--- src/rtl/stepper_xlat.sv ---
module stepper_xlat (
  input  logic       clk,
  input  logic       rst_n,
  input  logic [2:0] mode,
  input  logic       dir_pin,
  input  logic       dir_inv,
  input  logic       run_pin,
  input  logic       run_inv,
  input  logic       step_in,
  output logic [5:0] pos,
  output logic [7:0] x_mag,
  output logic       x_neg,
  output logic [7:0] y_mag,
  output logic       y_neg
);

  logic [2:0] sync_q;
  logic [4:0] inc;
  logic [5:0] base;
  logic [3:0] frac;
  logic [7:0] sin_lo, sin_hi;

  always_ff @(posedge clk or negedge rst_n)
    if (!rst_n) sync_q <= 3'b000;
    else        sync_q <= {sync_q[1:0], step_in};

  wire edge_hit = sync_q[1] & ~sync_q[2];
  wire fwd      = dir_pin ^ dir_inv;
  wire running  = run_pin ^ run_inv;

  always_comb
    case (mode)
      3'd0:       inc = 5'd16;
      3'd1, 3'd5: inc = 5'd8;
      3'd2:       inc = 5'd4;
      3'd3:       inc = 5'd2;
      default:    inc = 5'd1;
    endcase

  assign base = pos & ~(6'({1'b0, inc}) - 6'd1);

  always_ff @(posedge clk or negedge rst_n)
    if (!rst_n)                  pos <= 6'd8;
    else if (edge_hit && running) pos <= fwd ? base + 6'({1'b0, inc}) : base - 6'({1'b0, inc});
    else                          pos <= base;

  function automatic logic [7:0] qwave(input logic [4:0] k);
    case (k)
      5'd0:  qwave = 8'd0;
      5'd1:  qwave = 8'd25;
      5'd2:  qwave = 8'd50;
      5'd3:  qwave = 8'd74;
      5'd4:  qwave = 8'd98;
      5'd5:  qwave = 8'd120;
      5'd6:  qwave = 8'd142;
      5'd7:  qwave = 8'd162;
      5'd8:  qwave = 8'd180;
      5'd9:  qwave = 8'd197;
      5'd10: qwave = 8'd212;
      5'd11: qwave = 8'd225;
      5'd12: qwave = 8'd236;
      5'd13: qwave = 8'd244;
      5'd14: qwave = 8'd250;
      5'd15: qwave = 8'd254;
      default: qwave = 8'd255;
    endcase
  endfunction

  assign frac   = pos[3:0];
  assign sin_lo = qwave({1'b0, frac});
  assign sin_hi = qwave(5'd16 - {1'b0, frac});

  wire boost = (mode == 3'd1) && (frac == 4'd8);

  assign y_mag = boost ? 8'd255 : (pos[4] ? sin_hi : sin_lo);
  assign x_mag = boost ? 8'd255 : (pos[4] ? sin_lo : sin_hi);
  assign y_neg = pos[5] && (y_mag != 8'd0);
  assign x_neg = (pos[5] ^ pos[4]) && (x_mag != 8'd0);

endmodule

--- config.mk ---
export PLATFORM = sky130hd
export DESIGN_NAME = stepper_xlat
export DESIGN_NICKNAME = d
export VERILOG_FILES = /design/src/rtl/stepper_xlat.sv
export SDC_FILE = /design/constraint.sdc
export NUM_CORES = 1
export LEC_CHECK = 0
export BUFFER_PORTS_ARGS = -buffer_cell sky130_fd_sc_hd__buf_2
export CAP_MARGIN = 20
export CORE_MARGIN = 8
export CORE_UTILIZATION = 60
export DETAILED_ROUTE_END_ITERATION = 7
export PLACE_DENSITY = 0.95
export SETUP_SLACK_MARGIN = 0.1
export SYNTH_ARGS = -nofsm -noshare
export SYNTH_HDL_FRONTEND = slang
export SYNTH_SLANG_ARGS = --single-unit
--- constraint.sdc ---
create_clock -name clk -period 8.5 [get_ports clk]
set_input_delay 1.7 -clock clk [delete_from_list [all_inputs] [get_ports clk]]
set_output_delay 1.7 -clock clk [all_outputs]
set_load 0.05 [all_outputs]
==> qor.txt <==
initial antenna violation count: 0
Nets: 283
post-synth net total: 263
number of fill cells in the layout: 243
status: completed
CTS tree: built
RSZ-0062 raised after global routing: false
data required time of the worst path: 6.80 ns
Final setup violation count: 0
crit-path max FO: 18
Clock Latency Late Sink: 0.26 ns
Critical Path Source Type: register
# Post-CTS Setup Buffers: 0
GPL Wtd Cong: 0.9105
Post-Route Skew: 0.009593 ns
initial DRC count: 157
vias in the first global route: 1,753
CTS Hold Bufs: 0
DP Area: 1852 um^2
Synth area leaders: dfrtp_1 11%, ha_1 8.6%, nand2_1 6.2%
max-cap violation count: 0
H-tree levels: 1
min cycle time layout: 5.629 ns
Final Max Tran Viols: 0
Final TNS setup: 0 ns
Synth Warn #: 0
row count: 19
Design Area, Final: 1878 um^2
Syn Inst Count: 240
via/cell ratio: 6.569
ANT nets after route: 0
CTS clk-pin slew, worst paths: 0.07 ns
Netlist cell types: 56
period utilization: 0.6622
cell area after synthesis: 1755 um^2
Post-synth top cells: 29 x nand2_1, 21 x o21ai_0, 19 x nor2_1
largest net degree at the start of global routing: 37
CTS Buf Count: 3
power per cell area: 411.7 nW/um^2
Die ar.: 4913 um^2
Post-route DRC: 0
HP Class: register to register
antenna diode count: 0
DP Wirelength: 3596 um
IO buf count: 33
clock tree root driver cell: clkbuf_4
Max transition margin: 0.3004
core area: 2758 um^2
Mapped Avg Cell Area: 7.314 um^2
peak supply drop: 592.7 uV
most common cell in the netlist: nand2_1
synth-to-layout area growth: 6.985%
sequential fraction of the synthesis area: 0.1290
number of synthesized register bits: 9
final wirelength: 4721 um
routed via count: 1,905
fraction of layout cells with a size suffix above 1: 0.1892
first drt pass iteration count: 4
Crit Path Class: register to output pin
FFs w/ async S/R, synth: 1.000
GRT Util Overall: 0.1821
die height: 70.09 um
share of the synthesized area in the top cell type: 0.1140
Worst Path Arrival: 3.93 ns
first-pass GRT wire length: 7824 um
worst slew pin tran: 1.049 ns
post-CTS sizing: 0
Initial Util: 0.6366
predominant post-synthesis flop cell: dfrtp_1
Die Width: 70.09 um
Fmax: 177.7 MHz
CP endpoint kind: output pin
Ports: 34
EDFF count, synth: 0
WL/cell: 16.28 um
clock tree buffer depth: 2
gr ovfl total: 0
clock sink total: 9
final hold violation count: 0
area leader, netlist: dfrtp_1
leak pwr: 0.8692 nW
-- registers in the layout (all words and copies together), names as in the netlist --
register,flops
pos,6
sync_q,3
-- power by group --
group	leakage, nW	switching (mW)	total [mW]	internal [mW]
registers	0.110	0.0536	0.107	0.0535
clock network	0.0150	0.0149	0.0329	0.0181
logic	0.744	0.452	0.633	0.181
-- metrics by stage --
step / hold slack, ns / std cells / utilization / total power [mW] / setup WS (ns)
CTS: 0.3500 / 290 / 0.6810 / 0.7706 / 2.906
global placement: 0.3336 / 286 / 0.6715 / 0.7237 / 3.245
floorplan: 0.3312 / 240 / - / 0.6177 / 2.624
detailed placement: 0.3365 / 286 / 0.6715 / 0.7353 / 3.147
global route: 0.3531 / 290 / 0.6810 / 0.8191 / 2.492
finish: 0.3470 / 290 / 0.6810 / 0.7732 / 2.871
-- routing by layer --
| metal | global-route usage | vias up | wire (um) |
|---|---|---|---|
| li1 | - | 924 | - |
| met1 | 0.2165 | 879 | 1899 |
| met2 | 0.2995 | 88 | 2304 |
| met3 | 0.03390 | 14 | 381 |
| met4 | 0.1004 | 0 | 136 |
| met5 | 0 | - | 0 |
-- cell usage in the layout (no fill, tap or decap), types with 3 or more instances in the layout --
cell and count:
o211ai_1 7, a21boi_0 3, dfrtp_1 8, nand4_1 4, clkbuf_4 3, a21oi_1 15
a31oi_1 4, nor3_1 5, a21o_1 3, buf_2 33, o31ai_1 4, nand2b_1 7
and2_1 3, nor2_1 19, xnor2_1 7, mux2_2 4, nor2b_1 3, inv_1 9
o21ai_0 21, o22ai_1 5, a211oi_1 3, mux2i_1 7, or2_2 3, nand2_1 29
ha_1 12
-- final timing paths --
path | startpoint | slack [ns] | depth (start not counted) | end
max in group asynchronous | rst_n | 6.97 | 1 | pos[3]
worst min register to register | sync_q[0] | 0.35 | 0 | sync_q[1]
worst max register to register | pos[3] | 5.56 | 9 | pos[5]
worst min-delay path | sync_q[0] | 0.35 | 0 | sync_q[1]
worst max-delay path | pos[0] | 2.87 | 9 | x_neg
min in group asynchronous | rst_n | 1.28 | 1 | pos[2]
-- logic make-up after synthesis --
family	Yosys count	share of synthesized area
adders and majority gates	13	0.09693
buffers and inverters	28	0.08267
xor gates and xnor gates	10	0.05417
and+or+nand+nor	86	0.2502
muxes	11	0.06557
DFF	9	0.1290
AOI/OAI and AO/OA	83	0.3214
-- worst max-delay path, cell delays in order, from the launching register on --
cell and delay (ns):
dfrtp_1 0.61, inv_1 0.36, ha_1 0.64, nor2b_1 0.37, nand4_1 0.56, a21boi_0 0.34
nand4_1 0.15, and4b_1 0.20, o22ai_1 0.15, buf_2 0.28
-- cell type report --
type	count	area, um^2	area share
repair buffers	33	165.2	0.08794
multi-input cells	203	1384	0.7368
inverters	10	37.54	0.01999
well taps	31	38.79	0.02065
clock buffers	4	26.28	0.01399
flip-flops and latches	9	226.5	0.1206
No activity file was read; power rests on OpenSTA's default activity.
